**src/rtl/baud_tick_gen.sv**
```systemverilog
module baud_tick_gen #(
  parameter int DIV_W    = 23,
  parameter int XTAL_DIV = 3,
  parameter int STD_DIV  = 4
) (
  input  logic        clk,
  input  logic        rst_n,
  input  logic        cfg_we,
  input  logic [31:0] cfg_wdata,
  output logic [31:0] cfg_rdata,
  output logic        bit_tick
);
  localparam int EN_BIT  = DIV_W;
  localparam int SRC_BIT = DIV_W + 1;
  localparam int PRE_MAX = (XTAL_DIV > STD_DIV) ? XTAL_DIV : STD_DIV;
  localparam int PRE_W   = (PRE_MAX > 2) ? $clog2(PRE_MAX) : 1;
  localparam logic [PRE_W-1:0] XTAL_LAST = PRE_W'(XTAL_DIV - 1);
  localparam logic [PRE_W-1:0] STD_LAST  = PRE_W'(STD_DIV - 1);

  logic [SRC_BIT:0]  cfg_q;
  logic [PRE_W-1:0]  pre_cnt;
  logic [DIV_W-1:0]  div_cnt;
  logic              tick_q;
  logic              pre_last, div_last;

  wire unused_hi = ^cfg_wdata[31:SRC_BIT+1];

  assign pre_last  = pre_cnt == (cfg_q[SRC_BIT] ? XTAL_LAST : STD_LAST);
  assign div_last  = div_cnt == cfg_q[DIV_W-1:0];
  assign cfg_rdata = {{(31-SRC_BIT){1'b0}}, cfg_q};
  assign bit_tick  = tick_q;

  always_ff @(posedge clk) begin
    if (!rst_n) begin
      cfg_q   <= '0;
      pre_cnt <= '0;
      div_cnt <= '0;
      tick_q  <= 1'b0;
    end else if (cfg_we) begin
      cfg_q   <= cfg_wdata[SRC_BIT:0];
      pre_cnt <= '0;
      div_cnt <= '0;
      tick_q  <= 1'b0;
    end else if (!cfg_q[EN_BIT]) begin
      pre_cnt <= '0;
      div_cnt <= '0;
      tick_q  <= 1'b0;
    end else begin
      tick_q <= pre_last && div_last;
      if (pre_last) begin
        pre_cnt <= '0;
        div_cnt <= div_last ? '0 : div_cnt + 1'b1;
      end else begin
        pre_cnt <= pre_cnt + 1'b1;
      end
    end
  end
endmodule


```
**config.mk**
```make
export PLATFORM = sky130hd
export DESIGN_NAME = baud_tick_gen
export DESIGN_NICKNAME = d
export VERILOG_FILES = /design/src/rtl/baud_tick_gen.sv
export SDC_FILE = /design/constraint.sdc
export NUM_CORES = 1
export LEC_CHECK = 0
export BUFFER_PORTS_ARGS = -buffer_cell sky130_fd_sc_hd__buf_2
export CAP_MARGIN = 0
export CELL_PAD_IN_SITES_DETAIL_PLACEMENT = 1
export CELL_PAD_IN_SITES_GLOBAL_PLACEMENT = 2
export CORE_MARGIN = 1.5
export CORE_UTILIZATION = 31
export DETAILED_ROUTE_END_ITERATION = 8
export HOLD_SLACK_MARGIN = 0.08
export PLACE_DENSITY = 0.84
export SLEW_MARGIN = 20
export SYNTH_ARGS = -nofsm -noshare
export SYNTH_HDL_FRONTEND = slang
export SYNTH_SLANG_ARGS = --single-unit
```
**constraint.sdc**
```tcl
create_clock -name clk -period 2.37 [get_ports clk]
set_clock_uncertainty 0.2 [all_clocks]
set_input_delay 0.237 -clock clk [delete_from_list [all_inputs] [get_ports clk]]
set_output_delay 0.237 -clock clk [all_outputs]
set_load 0.03 [all_outputs]
```
# --- Yosys cells after proc, flatten, opt, wreduce, memory -nomap -nowiden ---
# Index checks and enable logic that the tools add are counted.
classes:
  n_eq_ne: 2
  add_sub_neg: 2
  bitwise_logic: 2
  n_mux: 2
  reduce_logical: 3
op_table:
  columns: ["cell", "n"]
  rows:
  - ["$add A23 B1 Y23 const B", 1]
  - ["$eq A23 B23 Y1", 1]
  - ["$mux W23", 1]
  - ["$reduce_or A4 Y1", 1]
  - ["$reduce_or A3 Y1", 1]
  - ["$add A2 B1 Y2 const B", 1]
  - ["$eq A2 B2 Y1", 1]
  - ["$not A1 Y1", 2]
  - ["$logic_and A1 B1 Y1", 1]
  - ["$mux W1", 1]
word_totals:
  regBits: 51
  output_inout_bits: 33

# --- Depth between registers and ports, before layout ---
# Gate-level depths: netlist (run 1).
logic_depth:
  ltp_word: 3
  ltp_mapped: 7
  depth_no_buf: 6

# --- Worst setup path after synthesis (run 1) ---
# OpenSTA, ideal clock, no wires.
synth_path:
  path_kind: "register to register"
  startpoint: "register cfg_q[24]"
  endpoint: "register div_cnt[22]"
  path_buffers: 0
  required_time_ps: 2100
  slack_ps: 287
  t_arrival_ps: 1813
  path_stages_with_launch: 6
  setup_ps: 70
  cell_sequence: "dfxtp_1 -> xnor2_1 -> nor4_4 -> nand4_4 -> or3_1 -> a21oi_1"
synth_between:
  elab_chain_len: 2
synth_lines:
  columns: ["item", "line_no", "rtl"]
  rows:
  - ["from (decl)", "20", "logic [SRC_BIT:0] cfg_q;"]
  - ["from (signal assigned)", "40", "cfg_q <= cfg_wdata[SRC_BIT:0];"]
  - ["$mux W1", "28", "assign pre_last = pre_cnt == (cfg_q[SRC_BIT] ? XTAL_LAST : STD_LAST);"]
  - ["$eq A2 B2 Y1", "28", null]
  - ["to (signal assigned)", "52", "div_cnt <= div_last ? '0 : div_cnt + 1'b1;"]
  - ["to (decl)", "22", "logic [DIV_W-1:0] div_cnt;"]
# Every way passes these cells.
# A chain may end at the register's enable or synchronous reset.

# --- Worst setup path in the final report (run 1) ---
layout_path:
  startpoint: "register div_cnt[4]"
  endpoint: "register div_cnt[21]"
layout_between:
  elab_chain_len: 2
  elab_cells_between_ends: 3
  cone_classes: "add/sub: 1; eq/ne: 1; mux: 1"
layout_lines:
  columns: ["item", "line_no"]
  rows:
  - ["$add A23 B1 Y23 / $eq A23 B23 Y1 (equally long branches)", "52, 29"]
  - ["$mux W23 (*)", "52"]
# Mark *: on every way between the ends. The rest lies on a longest branch, timed or not.

==> results of run 1 <==
cell families after synthesis:
family	synth area share [%]
simple gates	24.73
flops	42.04
xor+xnor	15.15
mux	10.30
buf+inv	4.482
compound gates	2.627
fa+ha+maj	0.5151
other cells	0.1544
report_power, final:
group          switching [µW]  total (µW)  internal [µW]
clock network             299         720            421
logic                     140         249            109
registers                26.7         909            882
total                     466        1880           1410
layout make-up:
cell class                 instances  share of cell area, %
sequential                        51                  31.96
clock inverter                     3                  2.115
tap                              102                  3.995
clock buffer                       5                  2.154
timing repair buffer              85                  18.17
multi-input combinational        189                  41.36
inverter                           2                 0.2350
final timing paths:
path	from	endpoint	slack, ps	depth (start not counted)
max	div_cnt[4]	div_cnt[21]	260	5
min	cfg_we	cfg_q[22]	100	3
max reg2reg	div_cnt[4]	div_cnt[21]	260	5
min reg2reg	pre_cnt[0]	pre_cnt[0]	320	1
cell usage in the layout, fill, tap and decap left out, drive strengths merged:
master        n
or4b          1
nand3         7
bufinv        2
xor2         32
nand3b        1
xnor2        10
mux2i        25
ha            1
or3           4
or2           1
nor2b        25
o21ai         6
nor4          6
nor2         24
and2          1
o2111ai       1
a21oi         5
clkinvlp      1
nand4        10
clkbuf        5
nor3          8
and3          3
and3b         1
conb          7
dfxtp        51
inv           2
and4          1
nand2         9
buf          60
dlygate4sd3  25
tightest hold or removal path, stage by stage:
cell and delay [ps]:
buf_2 160, mux2i_1 90, nor2b_1 90
state kept, by name (all words and copies together), names as in the netlist:
| name | cells |
|---|---|
| bit_tick | 1 |
| cfg_q | 25 |
| div_cnt | 23 |
| pre_cnt | 2 |
layer usage:
metal	vias up	GRT usage [%]
met5	-	0
met4	0	5.078
met3	6	3.015
met2	34	27.30
met1	973	20.09
li1	998	-
through the flow:
stage	total power, µW	instance area, µm²	std cells	hold slack (ps)	util, %
4_1_cts	1892	3194	437	101.7	41.77
6_report	1878	3194	437	102.5	41.77
2_1_floorplan	1079	2451	260	165.2	-
3_5_place_dp	1143	2808	404	295.5	36.71
3_3_place_gp	1139	2808	404	277.1	36.71
5_1_grt	1949	3194	437	124.3	41.77
repair_timing:
item,CTS,global route
hold buffers,25,0
setup endpoints to repair,0,0
endpoints found under the hold margin,25,0
==> impl_metrics.tcl, run 1 <==
set metrics [dict create \
    status "completed" \
    place_ws_ps 271.2 \
    gp_congestion 0.7730 \
    dp.final_hpwl_um 4254 \
    die_area_um2 8374 \
    routed-wl-met2_um 3088 \
    drt_first_iter_violations 58 \
    max-clock-path-buffers 2 \
    ioPinCount 68 \
    grt_usage_pct 15.96 \
    antenna_found_initial 0 \
    cp_cell_sequence "nand4_1 -> or4b_1 -> nor4_2 -> xnor2_1 -> nor2_1" \
    route.met3.wl_um 159 \
    ys_ff_latch 51 \
    p_per_area_nw_per_um2 588.0 \
    cts_tree "built" \
    slowest_stage "or4b_1" \
    antenna_cells 0 \
    drv_cap 0 \
    fin_nets 370 \
    crit_type "register to register" \
    crit_family "simple AND/OR/NAND/NOR gates" \
    leakagePower_uw 0.001415 \
    critPathMaxStageDelay_ps 740 \
    path_clk_slew_ps 90 \
    io_buffers 53 \
    antenna_left 0 \
    cp-end-kind "register" \
    ys_seq_area_share_pct 42.04 \
    grt_pass1_vias 2160 \
    yosys.area.top_type "dfxtp_1" \
    top_layer_used "met4" \
    synth_ff_type "dfxtp_1" \
    hold_class "primary input to register" \
    fillerInstances 872 \
    route.vias.total 2011 \
    numCtsBuffers 5 \
    mappedNetlistArea_um2 2429 \
    insertion_delay_ps 310 \
    finalSetupViolCount 0 \
    cts_resized 0 \
    synth.most_common_cell "dfxtp_1" \
    drc_errors 0 \
    multi_input_area_um2 1321 \
    routed_wirelength_um 6197 \
    critical_path_arrival_ps 2110 \
    die_w_um 91.51 \
    cp_data_required_time_ps 2380 \
    netlist_instances 254 \
    cts-htree-levels 2 \
    period_share_pct 88.83 \
    ys_async_sr_fraction_pct 0 \
    ff_latch_area_um2 1021 \
    wl_per_cell_um 14.18 \
    synth_area_leaders "dfxtp_1, xor2_1, mux2i_1" \
    core_um2 7647 \
    hold_viol_final 0 \
    vdd_ir_drop_max_mv 0.2745 \
    viasPerCell 4.602 \
    crit_buf_inv 0 \
    synth_top_area_share_pct 42.04 \
    areaGrowthSynthToFinish_pct 31.53 \
    syn_area_per_cell_um2 9.561 \
    clock.fmax_mhz 475.0 \
    grt_max_degree 28 \
    grt_pass1_wl_um 10570 \
    post-cts-setup-buffers 0 \
    root_buffer "clkbuf_8" \
    finalSetupTns_ps 0 \
    overflow 0 \
    rows 32 \
    ys_types 36 \
    cts.sinks 51 \
    die_y_um 91.51 \
    setup_ws_ps 264.7 \
    startpoint_type "register" \
    critPathMaxFanout 8 \
    synth_edf_count 0 \
    dr.pass1.iters 4 \
    final.min_clock_period_ps 2105 \
    synth_common_cells "dfxtp_1, xor2_1, mux2i_1, nor2b_1, nor2_1" \
    yosysWarnings 0 \
    rsz0062_at_grt "false" \
    start_util_pct 31.76 \
    maxSlewViolCount 0 \
    drive_gt1_share_pct 22.69 \
    drt-met1-wl_um 2855 \
]
(Power assumes the default switching activity.)
==> run 2, diff against run 1 <==
- ABC_AREA: default -> 1
- CORE_UTILIZATION: 31 -> 28
- CTS_BUF_LIST: default -> sky130_fd_sc_hd__clkbuf_8 sky130_fd_sc_hd__clkbuf_16
==> impl_metrics.tcl, run 2 <==
set metrics [dict create \
    antenna_cells 0 \
    maxSlewViolCount 0 \
    crit_buf_inv 1 \
    syn_area_per_cell_um2 6.849 \
    rrSetupSlack_ps 370 \
    mappedNetlistArea_um2 2616 \
    drv_cap 0 \
    routed_wirelength_um 6534 \
    reg_top3 "cfg_q x25, div_cnt x23, pre_cnt x2" \
    yosys.area.top_type "dfxtp_1" \
    status "completed" \
    ys_seq_area_share_pct 39.02 \
    dp.final_hpwl_um 4792 \
    fin_util_pct 36.50 \
    grt_usage_pct 14.03 \
    core_um2 9153 \
    critPathMaxStageDelay_ps 480 \
    finalSetupTns_ps 0 \
    layout_commonest_cell "nand2_1" \
    synth_top_area_share_pct 39.02 \
    start_util_pct 28.59 \
    cp-end-kind "register" \
    die_area_um2 9933 \
    rsz0062_at_grt "false" \
    drive_gt1_share_pct 18.61 \
    cp-endpoint "div_cnt[6]" \
    root_buffer "clkbuf_8" \
    ys_ff_latch 51 \
    netlist_instances 382 \
    numCtsBuffers 5 \
    antenna_left 0 \
    slowest_stage "dfxtp_1" \
    synth_edf_count 0 \
    path_depth 9 \
    yosysWarnings 0 \
    leakagePower_uw 0.001508 \
    ys_async_sr_fraction_pct 0 \
    hold_viol_final 0 \
    cp_cell_sequence "inv_1 -> nand2_1 -> nand2_1 -> nor2_1 -> nand2_1 -> nor2_1 -> nand4_1 -> nand2_2 -> nor2_1" \
    cts.sinks 51 \
    die_y_um 99.67 \
    reg2reg_to "div_cnt[6]" \
    route.vias.total 2546 \
    cts-htree-levels 2 \
    cp_data_required_time_ps 2350 \
    wl_per_cell_um 11.40 \
    cts_resized 0 \
    r2r-start "div_cnt[13]" \
    critPathMaxFanout 22 \
    dr.pass1.iters 4 \
    viasPerCell 4.443 \
    critical_path_arrival_ps 1990 \
    hold_class "primary input to register" \
    post-cts-setup-buffers 0 \
    grt_pass1_vias 2551 \
    regMostFlops "cfg_q" \
    final.min_clock_period_ps 2002 \
    rr_worst_depth 9 \
    synth.most_common_cell "nand2_1" \
    max-clock-path-buffers 2 \
    insertion_delay_ps 310 \
    grt_pass1_wl_um 11290 \
    vdd_ir_drop_max_mv 0.2476 \
    rows 35 \
    areaGrowthSynthToFinish_pct 27.69 \
    final_cell_mix "nand2_1, nor2_1, buf_2, dfxtp_1, inv_1" \
    synth_ff_type "dfxtp_1" \
    io_buffers 53 \
    synth_area_leaders "dfxtp_1, nand2_1, nor2_1" \
    crit_family "simple AND/OR/NAND/NOR gates" \
    ioPinCount 68 \
    ys_types 27 \
    startpoint_type "register" \
    largest_register_ffs 25 \
    multi_input_area_um2 1314 \
    overflow 0 \
    drc_errors 0 \
    path_clk_slew_ps 100 \
    cts_tree "built" \
    p_per_area_nw_per_um2 544.1 \
    synth_common_cells "nand2_1, nor2_1, dfxtp_1, inv_1, o21ai_0" \
    crit_type "register to register" \
    finalSetupViolCount 0 \
    gp_congestion 0.8104 \
    die_w_um 99.67 \
    fillerInstances 1168 \
    clock.fmax_mhz 499.4 \
    period_share_pct 84.49 \
    drt_first_iter_violations 55 \
    fin_nets 497 \
    antenna_found_initial 0 \
    timing.critical_path.from "div_cnt[13]" \
    grt_max_degree 44 \
    ctsHoldBuffers 27 \
    ff_latch_area_um2 1021 \
]
[run 2: cells by family (layout without fill, tap and decap cells)]
logic type | Yosys count | after routing | synth area share (%)
other | 1 | 7 | 0.1433
AND/OR/NAND/NOR | 193 | 193 | 32.95
AO/OA/AOI/OAI | 47 | 47 | 9.086
buffers and inverters | 69 | 143 | 11.62
XOR/XNOR | 20 | 20 | 6.695
adder cells (fa/ha/maj) | 1 | 1 | 0.4782
flip-flops | 51 | 51 | 39.02
[run 2: report_power, final]
part	leakage, µW	switching [µW]	internal [µW]	total [µW]
Combinational	0.00103	166	103	269
Sequential	0.000417	22.7	887	909
Clock	0.0000612	297	342	639
[run 2: through the flow]
stage	hold WS [ps]	area, µm²	power, µW	setup slack, ps	cells
after global routing	105.2	3341	1912	196.9	573
final	84.57	3341	1818	367.7	573
after detailed placement	269.0	2953	1167	384.4	538
after global placement	258.8	2953	1162	424.3	538
after CTS	82.05	3341	1845	351.2	573
after floorplan	168.1	2639	1096	704.1	388
[run 2: worst min path at each step]
stage | from | endpoint | depth (start not counted)
floorplan | cfg_wdata[23] | cfg_q[23] | 2
global placement | cfg_wdata[23] | cfg_q[23] | 3
detailed placement | cfg_wdata[5] | cfg_q[5] | 3
CTS | cfg_we | cfg_q[7] | 3
global route | cfg_we | cfg_q[20] | 3
finish | cfg_we | cfg_q[20] | 3
[run 2: routing by layer]
| metal | GRT usage, % | vias to the layer above | routed length, µm |
|---|---|---|---|
| met4 | 3.900 | 0 | 82 |
| met1 | 17.23 | 1175 | 3151 |
| met3 | 2.600 | 6 | 192 |
| met5 | 0 | - | 0 |
| li1 | - | 1324 | - |
| met2 | 24.96 | 41 | 3108 |
[run 2: cell type report]
cell class / count / area share [%]
clock inverters: 2 / 1.049
multi-input cells: 268 / 39.33
flip-flops and latches: 51 / 30.56
repair buffers: 82 / 16.48
well taps: 111 / 4.157
clock buffers: 6 / 2.472
inverters: 53 / 5.955
[run 2: worst reg2reg max path, cell delays in order, from the launching register on]
cell and delay (ps):
dfxtp_1 480, inv_1 80, nand2_1 60, nand2_1 40, nor2_1 90, nand2_1 70
nor2_1 240, nand4_1 160, nand2_2 370, nor2_1 100
==> run 3, diff against run 2 <==
- CORE_UTILIZATION: 28 -> 25
- PLACE_DENSITY: 0.84 -> 0.79
- clock period: 2.37 -> 1.7 ns (I/O delays scaled with it)
==> impl_metrics.tcl, run 3 (synthesized netlist as in run 2, its figures left out) <==
set metrics [dict create \
    vdd_ir_drop_max_mv 0.3530 \
    rrSetupSlack_ps -40 \
    min_to "cfg_q[8]" \
    setup_ws_ps -37.70 \
    routed-wl-met2_um 3687 \
    p_per_area_nw_per_um2 635.6 \
    clock.fmax_mhz 575.5 \
    crit_type "register to register" \
    maxSlewViolCount 0 \
    cts-htree-levels 2 \
    critical_path_arrival_ps 1760 \
    top_layer_used "met4" \
    final.min_clock_period_ps 1738 \
    core_um2 10230 \
    crit_top_cell "nor2_4" \
    cts_tree "built" \
    antenna_cells 0 \
    dpl_cell_area_um2 3162 \
    drt_first_iter_violations 64 \
    die_y_um 105.3 \
    start_util_pct 25.57 \
    final_cell_area_um2 3887 \
    grt_pass1_vias 2653 \
    routed_wirelength_um 7738 \
    fin_nets 536 \
    critPathMaxFanout 5 \
    overflow 0 \
    rsz0062_at_grt "true" \
    die_area_um2 11090 \
    finalSetupTns_ps -220.7 \
    hold_viol_final 0 \
    rr_worst_depth 9 \
    drc_errors 0 \
    dp.final_hpwl_um 5072 \
    reg_top3 "cfg_q x25, div_cnt x23, pre_cnt x2" \
    gp_congestion 0.7656 \
    route.vias.total 2680 \
    layout_commonest_cell "nand2_1" \
    path_clk_slew_ps 100 \
    max-clock-path-buffers 2 \
    cp-end-kind "register" \
    drive_gt1_share_pct 33.13 \
    route.met3.wl_um 210 \
    final_cell_mix "nand2_1, buf_2, inv_1, nor2_1, dlygate4sd3_1" \
    whs_path_depth 4 \
    io_buffers 53 \
    hp-start "rst_n" \
    dr.pass1.iters 3 \
    period_share_pct 102.2 \
    grt_max_degree 44 \
    grt_usage_pct 13.37 \
    reg2reg_to "div_cnt[6]" \
    slowest_stage "dfxtp_2" \
    drv_cap 0 \
    hold_class "primary input to register" \
    antenna_left 0 \
    wl_per_cell_um 12.15 \
    rows 37 \
    cp_data_required_time_ps 1720 \
    grt_pass1_wl_um 12160 \
    startpoint_type "register" \
    cp_cell_sequence "ha_4 -> nand2_4 -> nor2_4 -> nand2_2 -> nor2_4 -> buf_6 -> buf_4 -> xor2_1 -> nor2_1" \
    root_buffer "clkbuf_8" \
    antenna_found_initial 0 \
    viasPerCell 4.207 \
    die_w_um 105.3 \
    areaGrowthSynthToFinish_pct 48.59 \
    finalSetupViolCount 14 \
    insertion_delay_ps 320 \
    drt-met1-wl_um 3750 \
    regMostFlops "cfg_q" \
    ioPinCount 68 \
    leakagePower_uw 0.001763 \
    status "finished with violations" \
    violations "setup timing" \
    critPathMaxStageDelay_ps 380 \
    cts.sinks 51 \
    r2r-start "div_cnt[1]" \
    largest_register_ffs 25 \
    numCtsBuffers 5 \
]
## run 3: layout make-up
class	count	area [µm²]
Fill cell	1279	6344
Multi-Input combinational cell	268	1444
Sequential cell	51	1051
Timing Repair Buffer	121	922.1
Inverter	53	201.4
Tap cell	136	170.2
Clock buffer	6	82.58
Clock inverter	2	16.27
## run 3: what timing repair did
item / in CTS / in global routing
cloned: 0 / 3
endpoints found under the hold margin: 25 / 0
pin swaps: 1 / 19
setup endpoints to repair: 22 / 24
hold buffers: 32 / 0
buffers inserted: 2 / 7
resized for setup: 5 / 58
## run 3: per-layer routing
layer / vias up / GRT usage (%)
met5: - / 0
met4: 0 / 3.523
met3: 5 / 1.917
met2: 42 / 22.88
met1: 1228 / 17.55
li1: 1405 / -
## run 3: per-stage QoR
step / total power (µW) / hold slack (ps) / util (%) / std cells / setup slack, ps
2_1_floorplan: 1529 / 101.1 / - / 388 / 34.13
3_3_place_gp: 1628 / 193.4 / 30.90 / 585 / -30.19
3_5_place_dp: 1635 / 195.1 / 30.90 / 585 / -97.66
4_1_cts: 2484 / 158.3 / 35.33 / 627 / -2.368
5_1_grt: 2599 / 163.2 / 38.00 / 637 / -154.4
6_report: 2471 / 148.0 / 38.00 / 637 / -37.70
## run 3: critical path, delay by kind of cell (launching register included)
kind / cells / cell delay [ps]
XOR/XNOR: 1 / 140
adder cells (fa/ha/maj): 1 / 160
buffers and inverters: 2 / 230
flip-flops: 1 / 380
AND/OR/NAND/NOR: 5 / 520
## run 3: how the worst max path moves through the flow
stage | start | end
3_3_place_gp | div_cnt[0] | div_cnt[16]
3_5_place_dp | div_cnt[0] | div_cnt[16]
4_1_cts | div_cnt[0] | div_cnt[16]
5_1_grt | div_cnt[1] | div_cnt[21]
2_1_floorplan | cfg_q[24] | div_cnt[9]
6_report | div_cnt[1] | div_cnt[6]
## run 3: power by group
group | internal, µW | switching (µW) | leakage [µW]
clock | 334 | 455 | 0.0000474
sequential | 1240 | 33.4 | 0.000427
combinational | 168 | 246 | 0.00129
